==> config.mk <==
export PLATFORM = sky130hd
export DESIGN_NAME = wdc_downconv
export DESIGN_NICKNAME = d
export VERILOG_FILES = /design/src/rtl/wdc_pkg.sv /design/src/rtl/wdc_phase_ctr.sv /design/src/rtl/wdc_lane_sel.sv /design/src/rtl/wdc_out_reg.sv /design/src/rtl/wdc_downconv.sv
export SDC_FILE = /design/constraint.sdc
export NUM_CORES = 1
export LEC_CHECK = 0
export ABC_AREA = 1
export BUFFER_PORTS_ARGS = -buffer_cell sky130_fd_sc_hd__buf_2
export CORE_UTILIZATION = 43
export DETAILED_ROUTE_END_ITERATION = 12
export GPL_TIMING_DRIVEN = 0
export PLACE_DENSITY_LB_ADDON = 0.1
export SETUP_SLACK_MARGIN = 0.02
export SLEW_MARGIN = 20
export SYNTH_ARGS = -nofsm -noshare
export SYNTH_HDL_FRONTEND = slang
export SYNTH_SLANG_ARGS = --single-unit
==> constraint.sdc <==
create_clock -name clk_i -period 1.1 [get_ports clk_i]
set_clock_uncertainty 0.15 [all_clocks]
set_input_delay 0.11 -clock clk_i [delete_from_list [all_inputs] [get_ports clk_i]]
set_output_delay 0.11 -clock clk_i [all_outputs]
set_load 0.03 [all_outputs]
==> src/rtl/wdc_pkg.sv <==
package wdc_pkg;
  localparam int unsigned DEF_BYTE_W = 8;
  localparam int unsigned DEF_LANES  = 2;

  typedef enum logic [1:0] {
    ST_IDLE = 2'd0,
    ST_EMIT = 2'd1,
    ST_HOLD = 2'd2
  } step_e;
endpackage

==> src/rtl/wdc_phase_ctr.sv <==
module wdc_phase_ctr #(
  parameter int unsigned LANES = 2,
  localparam int unsigned PH_W = (LANES > 1) ? $clog2(LANES) : 1
) (
  input  logic            clk_i,
  input  logic            rst_ni,
  input  logic            adv_i,
  output logic [PH_W-1:0] ph_o,
  output logic            first_o
);
  localparam logic [PH_W-1:0] LAST = PH_W'(LANES - 1);

  logic [PH_W-1:0] ph_q;

  always_ff @(posedge clk_i or negedge rst_ni) begin
    if (!rst_ni) begin
      ph_q <= '0;
    end else if (adv_i) begin
      if (ph_q == LAST) ph_q <= '0;
      else              ph_q <= ph_q + 1'b1;
    end
  end

  assign ph_o    = ph_q;
  assign first_o = (ph_q == '0);

  p_phase_hold_r5: assert property (@(posedge clk_i) disable iff (!rst_ni)
    !adv_i |=> $stable(ph_q));

  p_phase_wrap_r3: assert property (@(posedge clk_i) disable iff (!rst_ni)
    (adv_i && ph_q == LAST) |=> (ph_q == '0));

  always_comb begin
    if (rst_ni) p_phase_range_r4: assert (int'(ph_q) < int'(LANES));
  end
endmodule

==> src/rtl/wdc_lane_sel.sv <==
module wdc_lane_sel #(
  parameter int unsigned BYTE_W = 8,
  parameter int unsigned LANES  = 2,
  localparam int unsigned WORD_W = BYTE_W * LANES,
  localparam int unsigned PH_W   = (LANES > 1) ? $clog2(LANES) : 1
) (
  input  logic [WORD_W-1:0] word_i,
  input  logic [PH_W-1:0]   sel_i,
  output logic [BYTE_W-1:0] byte_o
);
  logic [BYTE_W-1:0] lane [LANES];

  // lane 0 is the most significant byte: sent first
  for (genvar g = 0; g < LANES; g++) begin : g_lane
    assign lane[g] = word_i[WORD_W-1-g*BYTE_W -: BYTE_W];
  end

  always_comb begin
    byte_o = lane[0];
    for (int i = 0; i < LANES; i++) begin
      if (int'(sel_i) == i) byte_o = lane[i];
    end
  end
endmodule

==> src/rtl/wdc_out_reg.sv <==
module wdc_out_reg #(
  parameter int unsigned BYTE_W = 8
) (
  input  logic              clk_i,
  input  logic              rst_ni,
  input  logic              en_i,
  input  logic              emit_i,
  input  logic [BYTE_W-1:0] byte_i,
  output logic [BYTE_W-1:0] byte_o,
  output logic              valid_o
);
  always_ff @(posedge clk_i or negedge rst_ni) begin
    if (!rst_ni) begin
      byte_o  <= '0;
      valid_o <= 1'b0;
    end else begin
      valid_o <= en_i & emit_i;
      if (en_i && emit_i) byte_o <= byte_i;
    end
  end

  p_idle_stable_r6: assert property (@(posedge clk_i) disable iff (!rst_ni)
    !(en_i && emit_i) |=> (!valid_o && $stable(byte_o)));
endmodule

==> src/rtl/wdc_downconv.sv <==
module wdc_downconv
  import wdc_pkg::*;
#(
  parameter int unsigned BYTE_W = DEF_BYTE_W,
  parameter int unsigned LANES  = DEF_LANES,
  localparam int unsigned WORD_W = BYTE_W * LANES,
  localparam int unsigned PH_W   = (LANES > 1) ? $clog2(LANES) : 1
) (
  input  logic              clk_i,
  input  logic              rst_ni,
  input  logic              en_i,
  input  logic              load_i,
  input  logic [WORD_W-1:0] data_i,
  output logic [BYTE_W-1:0] byte_o,
  output logic              valid_o
);
  logic [PH_W-1:0]   ph;
  logic              first;
  logic [WORD_W-1:0] hold_q;
  logic [WORD_W-1:0] src;
  logic [BYTE_W-1:0] sel_byte;
  logic              take;
  logic              emit;
  step_e             step;

  assign take = en_i & first & load_i;

  always_comb begin
    if (!en_i)                step = ST_HOLD;
    else if (!first || load_i) step = ST_EMIT;
    else                      step = ST_IDLE;
  end
  assign emit = (step == ST_EMIT);

  always_ff @(posedge clk_i or negedge rst_ni) begin
    if (!rst_ni)   hold_q <= '0;
    else if (take) hold_q <= data_i;
  end

  // phase 0 sends straight from the word being captured
  assign src = first ? data_i : hold_q;

  wdc_phase_ctr #(.LANES(LANES)) u_ctr (
    .clk_i  (clk_i),
    .rst_ni (rst_ni),
    .adv_i  (emit),
    .ph_o   (ph),
    .first_o(first)
  );

  wdc_lane_sel #(.BYTE_W(BYTE_W), .LANES(LANES)) u_sel (
    .word_i(src),
    .sel_i (ph),
    .byte_o(sel_byte)
  );

  wdc_out_reg #(.BYTE_W(BYTE_W)) u_out (
    .clk_i  (clk_i),
    .rst_ni (rst_ni),
    .en_i   (en_i),
    .emit_i (emit),
    .byte_i (sel_byte),
    .byte_o (byte_o),
    .valid_o(valid_o)
  );

  p_first_byte_r2: assert property (@(posedge clk_i) disable iff (!rst_ni)
    (en_i && first && load_i) |=> (valid_o && byte_o == $past(data_i[WORD_W-1 -: BYTE_W])));

  p_pending_sent_r3: assert property (@(posedge clk_i) disable iff (!rst_ni)
    (en_i && !first) |=> valid_o);

  p_disabled_quiet_r5: assert property (@(posedge clk_i) disable iff (!rst_ni)
    !en_i |=> (!valid_o && $stable(byte_o)));

  p_no_load_no_byte_r7: assert property (@(posedge clk_i) disable iff (!rst_ni)
    (en_i && first && !load_i) |=> !valid_o);
endmodule

# Word-level counts from Yosys, hierarchy flattened
# Cells that the tools add are included.
dict set report totals {
  inputBits 20
  ff_bits 26
  output_inout_bits 9
}
dict set report classes {
  n_eq_ne 1
  n_bitwise 4
  addsub 1
  mux 5
  reduce_logical 2
}
# cell n
set ops {}
lappend ops {{two-way mux 16 bit} 1}
lappend ops {{two-way mux 8 bit} 1}
lappend ops {{AND 1 bit} 3}
lappend ops {{== test 2 x 1 -> 1 bit, second input constant} 1}
lappend ops {{two-way mux 1 bit} 2}
lappend ops {{two-way mux 2 bit} 1}
lappend ops {{adder 1 bit, second input constant} 1}
lappend ops {{logical AND 1 bit} 1}
lappend ops {{logical OR 1 bit} 1}
lappend ops {{inverter 1 bit} 1}

# Logic depth before layout (Yosys ltp)
# Gate-level depths: netlist of run 1.
dict set report depth {
  ltp_word 5
  mapped_depth 6
  depth_no_buf 5
}

# By module
# A second synthesis of run 1 with hierarchy kept.
dict set report unflattened {
  hier_cells 194
  hier_area_um2 1423.9
}
# module seq_area_each_um2 area_each_um2 cells_per_inst n_inst
set modules_own_cells {}
lappend modules_own_cells {wdc_downconv 400.4 900.9 125 1}
lappend modules_own_cells {wdc_out_reg 225.2 371.6 37 1}
lappend modules_own_cells {wdc_lane_sel 0.0 105.1 26 1}
lappend modules_own_cells {wdc_phase_ctr 25.0 46.3 6 1}

# Least setup slack after synthesis of run 1
# Ideal clock, no wire load.
dict set report synth_timing {
  kind {register to register}
  start {register u_ctr.ph_q, in the netlist u_ctr.ph_o}
  end {register u_out.byte_o[0]}
  stages_incl_launch_ff 5
  arrival_ps 892
  t_required_ps 885
  path_slack_ps -7
  setup_ps 65
  path_cell_list {dfrtp_1 buf_6 o21ai_2 nand2_1 nand2_1}
}
dict set report synth_via {
  elab_chain_len 5
}
# item line
set synth_lines {}
lappend synth_lines {{from (decl)} wdc_phase_ctr.sv:13} ;# logic [PH_W-1:0] ph_q;
lappend synth_lines {{from (signal assigned)} wdc_phase_ctr.sv:20} ;# else ph_q <= ph_q + 1'b1;
lappend synth_lines {{logical OR 1 bit} wdc_downconv.sv:30} ;# else if (!first || load_i) step = ST_EMIT;
lappend synth_lines {{two-way mux 1 bit} wdc_downconv.sv:30}
lappend synth_lines {{two-way mux 2 bit} wdc_downconv.sv:29} ;# if (!en_i) step = ST_HOLD;
lappend synth_lines {{== test 2 x 1 -> 1 bit} wdc_downconv.sv:33} ;# assign emit = (step == ST_EMIT);
lappend synth_lines {{logical AND 1 bit} wdc_out_reg.sv:18} ;# if (en_i && emit_i) byte_o <= byte_i;
lappend synth_lines {{to (signal assigned)} wdc_out_reg.sv:18}
lappend synth_lines {{to (decl)} wdc_out_reg.sv:9} ;# output logic [BYTE_W-1:0] byte_o,
# Several ways; a longest one is shown, not always the timed one.
# A chain may end at the register's enable or synchronous reset.

# Worst setup path after layout of run 1
dict set report layout_timing {
  start {register u_ctr.ph_q, in the netlist u_ctr.ph_o}
  end {register u_out.byte_o[1]}
}
# The elaborated chain is that of the path after synthesis.

==> impl_results.md, run 1 <==
- Outcome: complete, but fails checks
- Failing checks: setup timing
- P&R area growth vs syn: 62.0%
- Most common cell after layout, fill and taps aside: nand2_1
- Slew headroom: 73.7%
- Root buf cell: clkbuf_4
- Commonest cells after routing, fill and taps aside: 62 x nand2_1, 19 x buf_2, 18 x dlygate4sd3_1, 18 x dfrtp_1, 16 x buf_6
- Syn Area/Cell: 8.44 sq um
- CTS tree: yes
- Max Fclk: 858 MHz
- Largest net degree at the start of global routing: 19
- Synth Net Count: 125
- Clk Latency, worst-skew pair: 290 ps
- Crit. End Element: flop
- Leak: 0.771 nW
- Crit path launch type: flop
- #FFs+latches synth: 18
- RSZ-0062 raised after global routing: yes
- Row Count: 16
- Placed Area: 0.00106 sq mm
- CP delay by family, top: flip-flops
- Slowest stage cell, crit path: dfrtp_1
- Seq/Total Area, Yosys: 50.8%
- Setup Viol. Count Final: 15
- IO Pins: 29
- Vias in the first global route: 739
- Global route overflow: 0
- Final nets: 184
- First-pass GRT wire length: 3060 um
- Final hold violation count: 0
- Initial core utilization: 45.6%
- Routability cong.: 0.702
- Cell mode on critical path: nand2_1
- Drt drc: 0
- CTS Buf Count: 3
- CP required: 1190 ps
- Cell count after synthesis: 105
- Yosys Warn Count: 0
- Final instance area: 0.00144 sq mm
- Number of iterations in the first detailed-routing pass: 4
- CP Max Fanout: 7
- CP Buf/Inv Count: 2
- Vias per inst: 4.67
- Worst hold path depth: 3
- IR drop worst, VDD: 0.817 mV
- Detailed-route wire length: 2160 um
- PwrDens: 1400 mW/mm^2
- Slew Viols, Final: 0
- CP cell instances: inv_4 > buf_6 > nand2_1 > nand2_1 > nand2_1 > nand2_1
- Synthesized cell area: 886 sq um
- Placeable Area: 0.00194 sq mm
- Reg2Reg Depth: 6
- GRT Total Usage: 20.0%
- Setup ws final: -65.3 ps
- H-Tree Depth: 1
- Post-layout min period: 1170 ps
- Die width: 47.4 um
- Reg clk slew, reported paths: 100 ps
- WS Path Type: reg2reg
- Ant. Diodes: 0
- Fraction of layout cells with a size suffix above 1: 35.0%
- Tightest Hold Check Type: in2reg
- Final core occ: 73.9%
- Crit path depth: 6
- Routed len/inst: 11.4 um
- Die height: 47.4 um
- Slew @ Worst Pin: 395 ps
- 1st-iter DRT viols: 9
- Maxcap violations: 0
- Port bufs: 27
- CP peak stage delay: 440 ps
- Initial antenna violation count: 0
- Vias post-DR: 888
- CTS Buffer Depth: 2
- Fin crit share: 106%
- Clock sinks: 18
- CP arrival: 1260 ps
- Die footprint: 0.00225 sq mm
- Post-synthesis cell type count: 13
- Post-route ant nets: 0
==> tightest hold or removal path: cells and delay by family <==
family | cells | cell delay [ps]
buf+inv | 1 | 180
simple gates | 2 | 140
==> flip-flops by register name, summed over array words and instances (netlist names) <==
| signal | flops |
|---|---|
| u_out.valid_o | 1 |
| hold_q | 8 |
| u_out.byte_o | 8 |
| u_ctr.ph_o | 1 |
==> cell usage after synthesis <==
library cell	number	area (sq um)
nand2_1	64	240
dfrtp_1	18	450
nand4_1	8	50.1
buf_6	4	45.0
buf_4	3	22.5
buf_2	1	5.00
inv_2	1	3.75
inv_4	1	6.26
nand3_4	1	17.5
nor2_4	1	11.3
nor2_8	1	20.0
o21ai_0	1	5.00
o21ai_2	1	8.76
==> stage by stage <==
stage / instances / hold slack (ps) / setup TNS, ps / power (mW) / worst slack, ps
2_1_floorplan: 105 / -336 / 0 / 1.21 / 24.3
3_3_place_gp: 159 / -97.4 / -490 / 1.35 / -69.6
3_5_place_dp: 159 / -94.6 / -483 / 1.37 / -63.4
4_1_cts: 185 / 1.22 / -568 / 1.95 / -74.6
5_1_grt: 190 / 20.2 / -1700 / 2.14 / -163
6_report: 190 / 15.8 / -551 / 2.01 / -65.3
==> power by group <==
| part | switching, mW | leakage [nW] | internal (mW) |
|---|---|---|---|
| clock | 0.207 | 0.0210 | 0.202 |
| combinational | 0.373 | 0.525 | 0.364 |
| sequential | 0.0800 | 0.225 | 0.781 |
| total | 0.660 | 0.771 | 1.35 |
==> metal layers <==
| metal | track usage [%] | share of wire [%] | routed length (um) | vias to the layer above |
|---|---|---|---|---|
| met5 | 0 | 0 | 0 | - |
| met4 | 8.57 | 1.0 | 22 | 0 |
| met3 | 3.46 | 2.6 | 57 | 4 |
| met2 | 37.5 | 55 | 1200 | 22 |
| met1 | 21.8 | 41 | 885 | 418 |
| li1 | - | - | - | 444 |
==> what timing repair did <==
action | CTS | global route
hold endpoints to repair | 34 | 1
resized for setup | 19 | 10
pin swaps | 12 | 15
buffers inserted | 5 | 2
hold buffers | 17 | 1
endpoints found under the setup margin | 25 | 26
gates cloned | 1 | 2
==> path summary, 6_finish.rpt <==
path / startpoint / end / slack, ps
min in group asynchronous: rst_ni / u_out.byte_o[1]$_DFFE_PN0P_ / 110
max in group asynchronous: rst_ni / u_out.byte_o[2]$_DFFE_PN0P_ / 410
worst max-delay path: u_ctr.ph_o$_DFFE_PN0N_ / u_out.byte_o[1]$_DFFE_PN0P_ / -70
worst min-delay path: load_i / hold_q[4]$_DFFE_PN0P_ / 20
worst min register to register: hold_q[3]$_DFFE_PN0P_ / hold_q[3]$_DFFE_PN0P_ / 340
worst max register to register: u_ctr.ph_o$_DFFE_PN0N_ / u_out.byte_o[1]$_DFFE_PN0P_ / -70
==> layout make-up <==
class	instances	area, sq um
tap	27	33.8
inverter	2	12.5
fill	164	507
timing repair buffer	54	444
clock buffer	4	36.3
multi-input combinational	78	387
sequential	18	450
buffer	7	71.3
==> cell families after synthesis <==
kind of cell	count (synthesis)	synth area share, %
AO/OA/AOI/OAI	2	1.55
buffers and inverters	10	9.32
flip-flops	18	50.8
AND/OR/NAND/NOR	75	38.3
No activity file was read; power rests on OpenSTA's default activity.
==> inputs of run 2 (changes only) <==
--- a/config.mk
+++ b/config.mk
@@ -8,9 +8,10 @@
 export ABC_AREA = 1
 export BUFFER_PORTS_ARGS = -buffer_cell sky130_fd_sc_hd__buf_2
 export CORE_UTILIZATION = 43
+export CTS_CLUSTER_DIAMETER = 120
 export DETAILED_ROUTE_END_ITERATION = 12
 export GPL_TIMING_DRIVEN = 0
-export PLACE_DENSITY_LB_ADDON = 0.1
+export PLACE_DENSITY = 0.72
 export SETUP_SLACK_MARGIN = 0.02
 export SLEW_MARGIN = 20
 export SYNTH_ARGS = -nofsm -noshare
==> impl_results.md, run 2 (synthesis results as in run 1) <==
- Outcome: complete, but fails checks
- Failing checks: setup timing
- Number of iterations in the first detailed-routing pass: 4
- Slew Viols, Final: 0
- GRT Total Usage: 19.6%
- Final hold violation count: 0
- Reg clk slew, reported paths: 90 ps
- Die height: 47.4 um
- CTS Buf Count: 3
- First-pass GRT wire length: 2990 um
- Final nets: 182
- Row Count: 16
- Slew headroom: 73.6%
- Crit. End Element: flop
- Root buf cell: clkbuf_4
- Tightest Hold Check Type: in2reg
- Routed len/inst: 10.5 um
- Commonest cells after routing, fill and taps aside: 59 x nand2_1, 21 x buf_2, 18 x dfrtp_1
- Routability cong.: 0.710
- Fraction of layout cells with a size suffix above 1: 35.6%
- IR drop worst, VDD: 0.801 mV
- Final TNS setup: -540 ps
- P&R area growth vs syn: 58.5%
- Most common cell after layout, fill and taps aside: nand2_1
- Storage element area: 450 sq um
- CP required: 1180 ps
- Die width: 47.4 um
- Port bufs: 27
- Die footprint: 0.00225 sq mm
- Fin crit share: 105%
- Clock sinks: 18
- DR top layer: met4
- Setup ws final: -52.6 ps
- PwrDens: 1350 mW/mm^2
- Largest net degree at the start of global routing: 19
- Filler cell count in the final layout: 154
- Hold_ws: 12.2 ps
- Vias per inst: 4.54
- Met2 wire length: 993 um
- Post-route ant nets: 0
- Top Registers: hold_q: 8 flops, u_out.byte_o: 8 flops
- Crit path launch type: flop
- Post-layout min period: 1150 ps
- Setup Viol. Count Final: 14
- DRT met1 WL: 849 um
- Ant. Diodes: 0
- CP arrival: 1230 ps
- Metal3 WL: 71 um
- Initial core utilization: 45.6%
- Detailed Place HPWL: 1230 um
- Clk Latency, worst-skew pair: 280 ps
- Leak: 0.752 nW
- Detailed-route wire length: 1960 um
- CP Max Fanout: 8
- Max Fclk: 868 MHz
- Vias in the first global route: 753
- Maxcap violations: 0
- Vias post-DR: 849
- Placeable Area: 0.00194 sq mm
- RSZ-0062 raised after global routing: yes
- IO Pins: 29
- WS Path Type: reg2reg
- Slew @ Worst Pin: 397 ps
- Design Power: 1.89 mW
- Initial antenna violation count: 0
- CTS Buffer Depth: 2
- 1st-iter DRT viols: 10
- H-Tree Depth: 1
- CTS tree: yes
- Drt drc: 0
- Global route overflow: 0
- Area of the multi-input gates: 390 sq um
## run 2: changes by cell type in the layout (fill, tap and decap cells not counted)
cell / before / now
buf_12: 0 / 1
buf_2: 19 / 21
o21ai_1: 0 / 1
o21ai_2: 1 / 0
nand2_2: 2 / 5
clkbuf_8: 1 / 0
dlygate4sd3_1: 18 / 17
buf_4: 8 / 7
buf_6: 16 / 13
nand2_1: 62 / 59
## run 2: worst paths after layout
| path | cells past startpoint | to | slack [ps] | start |
|---|---|---|---|---|
| max | 4 | u_out.byte_o[0]$_DFFE_PN0P_ | -50 | u_ctr.ph_o$_DFFE_PN0N_ |
| min | 3 | u_ctr.ph_o$_DFFE_PN0N_ | 10 | en_i |
| max reg2reg | 4 | u_out.byte_o[0]$_DFFE_PN0P_ | -50 | u_ctr.ph_o$_DFFE_PN0N_ |
| min reg2reg | 2 | hold_q[1]$_DFFE_PN0P_ | 340 | hold_q[1]$_DFFE_PN0P_ |
| max in group asynchronous | 2 | hold_q[5]$_DFFE_PN0P_ | 380 | rst_ni |
| min in group asynchronous | 2 | hold_q[4]$_DFFE_PN0P_ | 140 | rst_ni |
## run 2: per-stage QoR
| step | cell area [sq um] | setup slack, ps | instances | utilization (%) |
|---|---|---|---|---|
| 2_1_floorplan | 893 | 24.3 | 105 | - |
| 3_3_place_gp | 1060 | -50.1 | 159 | 54.7 |
| 3_5_place_dp | 1060 | -66.1 | 159 | 54.7 |
| 4_1_cts | 1340 | -66.4 | 183 | 69.1 |
| 5_1_grt | 1400 | -124 | 187 | 72.3 |
| 6_report | 1400 | -52.6 | 187 | 72.3 |
## run 2: power by group
part	total, mW	internal (mW)	leakage (nW)	switching, mW
Sequential	0.865	0.781	0.225	0.0837
Clock	0.313	0.127	0.0138	0.185
Combinational	0.714	0.354	0.513	0.360
Total	1.89	1.26	0.752	0.629
## run 2: metal layers
metal	up-vias	global-route usage [%]
met4	0	12.0
met2	26	35.1
met1	373	21.5
met3	4	2.69
li1	446	-
met5	-	0
## run 2: area by class of cell
type	count	share of cell area, %
clock buffers	3	1.60
flip-flops and latches	18	32.1
well taps	27	2.41
repair buffers	52	30.6
inverters	2	0.891
plain buffers	7	4.63
multi-input cells	78	27.8
## run 2: worst max-delay path, cell delays in order, from the launching register on
cell     delay (ps)
dfrtp_1         440
buf_6           160
o21ai_4         210
nand2_1          90
nand2_1          50
## run 2: repair_timing
| item | in CTS | in global routing |
|---|---|---|
| pin swaps | 9 | 0 |
| hold endpoints to repair | 34 | 0 |
| setup buffers | 4 | 2 |
| endpoints found under the setup margin | 25 | 26 |
| gates resized for setup | 20 | 7 |
| hold buffers | 17 | 0 |
| gates cloned | 1 | 2 |
==> inputs of run 3 (changes only) <==
--- a/config.mk
+++ b/config.mk
@@ -7,11 +7,13 @@
 export LEC_CHECK = 0
 export ABC_AREA = 1
 export BUFFER_PORTS_ARGS = -buffer_cell sky130_fd_sc_hd__buf_2
+export CORE_MARGIN = 1.5
 export CORE_UTILIZATION = 43
 export CTS_CLUSTER_DIAMETER = 120
 export DETAILED_ROUTE_END_ITERATION = 12
 export GPL_TIMING_DRIVEN = 0
 export PLACE_DENSITY = 0.72
+export REMOVE_ABC_BUFFERS = 1
 export SETUP_SLACK_MARGIN = 0.02
 export SLEW_MARGIN = 20
 export SYNTH_ARGS = -nofsm -noshare
==> impl_results.md, run 3 (synthesis results as in run 1) <==
- Final nets: 180
- Fraction of layout cells with a size suffix above 1: 35.8%
- Clk Latency, worst-skew pair: 280 ps
- Number of iterations in the first detailed-routing pass: 4
- Crit path capture: u_out.byte_o[2]$_DFFE_PN0P_
- Tightest Hold Check Type: in2reg
- Outcome: complete, but fails checks
- Fin crit share: 104%
- Most common cell after layout, fill and taps aside: nand2_1
- Detailed Place HPWL: 1110 um
- Vias per inst: 4.51
- Reg2Reg Depth: 5
- P&R area growth vs syn: 56.8%
- H-Tree Depth: 1
- Vias in the first global route: 881
- 1st-iter DRT viols: 14
- Reg2reg end: u_out.byte_o[2]$_DFFE_PN0P_
- Reg2Reg Launch Point: u_ctr.ph_o$_DFFE_PN0N_
- Port bufs: 28
- Leak: 0.748 nW
- Commonest cells after routing, fill and taps aside: 59 x nand2_1, 19 x buf_2, 17 x dlygate4sd3_1, 17 x dfrtp_1, 10 x buf_6
- Slew headroom: 73.9%
- Post-layout min period: 1140 ps
- PwrDens: 1430 mW/mm^2
- Routed len/inst: 10.7 um
- Failing checks: setup timing
- CP arrival: 1180 ps
- CTS Buffer Depth: 2
- GRT Total Usage: 20.1%
- Crit. End Element: flop
- Final TNS setup: -429 ps
- Maxcap violations: 0
- Max Fclk: 878 MHz
- First-pass GRT wire length: 3680 um
- Cell mode on critical path: nand2_1
- Ant. Diodes: 0
- Crit path launch type: flop
- Final hold violation count: 0
- Setup Viol. Count Final: 17
- Placed cells: 152
- CTS Buf Count: 3
- Root buf cell: clkbuf_4
- Row Count: 16
- RSZ-0062 raised after global routing: yes
- Routability cong.: 0.727
- Detailed-route wire length: 2000 um
- WS Path Type: reg2reg
- Slew Viols, Final: 0
- Design Power: 1.98 mW
- Die width: 48.4 um
- Slew @ Worst Pin: 391 ps
- Initial core utilization: 45.6%
- Post-route non-filler standard cell count: 186
- CP required: 1140 ps
- Worst setup path startpoint: u_ctr.ph_o$_DFFE_PN0N_
- Top Registers: hold_q: 8 flops, u_out.byte_o: 8 flops
- R2R Setup Slk: -40 ps
- Vias post-DR: 838
- IR drop worst, VDD: 0.746 mV
- Hold_ws: 75.8 ps
- Setup ws final: -38.7 ps
- Placeable Area: 0.00194 sq mm
- Die height: 48.4 um
- Reg clk slew, reported paths: 100 ps
- Drt drc: 0
- CP Max Fanout: 7
- IO Pins: 29
- CTS tree: yes
- CP peak stage delay: 510 ps
- Die footprint: 0.00234 sq mm
- Initial antenna violation count: 0
- Global route overflow: 0
- Slowest stage cell, crit path: dfrtp_2
- Largest net degree at the start of global routing: 19
- Clock sinks: 18
- CP cell instances: buf_4 > nand2_1 > nand2_1 > nand2_1 > nand2_1
- Post-route ant nets: 0
[run 3: cell count changes in the layout (fill, tap and decap cells not counted), sizes merged]
cell	before	now
buf	42	39
clkbuf	3	4
inv	2	3
[run 3: critical path, delay by kind of cell (launching register included)]
kind / cells / cell delay, ps
and+or+nand+nor: 4 / 210
buffers and inverters: 1 / 170
DFF: 1 / 510
[run 3: timing repair]
action | 4_1_cts | 5_1_grt
endpoints found under the hold margin | 34 | 0
gates cloned | 2 | 0
endpoints found under the setup margin | 26 | 26
resized for setup | 28 | 0
hold buffers | 17 | 0
setup buffers | 8 | 3
pin swaps | 16 | 6
[run 3: metrics by stage]
step | area [sq um] | utilization, % | worst slack (ps)
after floorplan | 813 | - | -135
after global placement | 987 | 50.8 | -291
after detailed placement | 987 | 50.8 | -304
after CTS | 1370 | 70.4 | -30.7
after global routing | 1390 | 71.5 | -107
final | 1390 | 71.5 | -38.7
[run 3: routing by layer]
layer  track usage, %  vias to the layer above  part of all wire, %
met3             3.70                        2                  4.1
met4             8.57                        0                 0.85
met2             37.0                       28                   54
met5                0                        -                    0
met1             22.7                      371                   41
li1                 -                      437                    -
[run 3: worst min path at each step]
stage                 from                     endpoint  slack (ps)  cells after the start
global placement    rst_ni  u_out.byte_o[1]$_DFFE_PN0P_        -100                      1
detailed placement  rst_ni  u_out.byte_o[1]$_DFFE_PN0P_         -90                      1
CTS                 load_i        hold_q[6]$_DFFE_PN0P_          70                      3
finish              load_i        hold_q[6]$_DFFE_PN0P_          80                      3
floorplan           rst_ni        hold_q[0]$_DFFE_PN0P_        -340                      0
global route        load_i        hold_q[4]$_DFFE_PN0P_          80                      3
[run 3: cell type report]
cell class	instances	area (sq um)
multi-input cells	78	383
inverters	2	15.0
flip-flops and latches	18	452
clock buffers	4	36.3
well taps	27	33.8
fillers	148	553
repair inverters	1	3.75
repair buffers	56	465
[run 3: report_power, final]
| group | total, mW | internal [mW] | switching [mW] |
|---|---|---|---|
| Sequential | 0.875 | 0.782 | 0.0936 |
| Combinational | 0.709 | 0.354 | 0.355 |
| Clock | 0.399 | 0.201 | 0.198 |
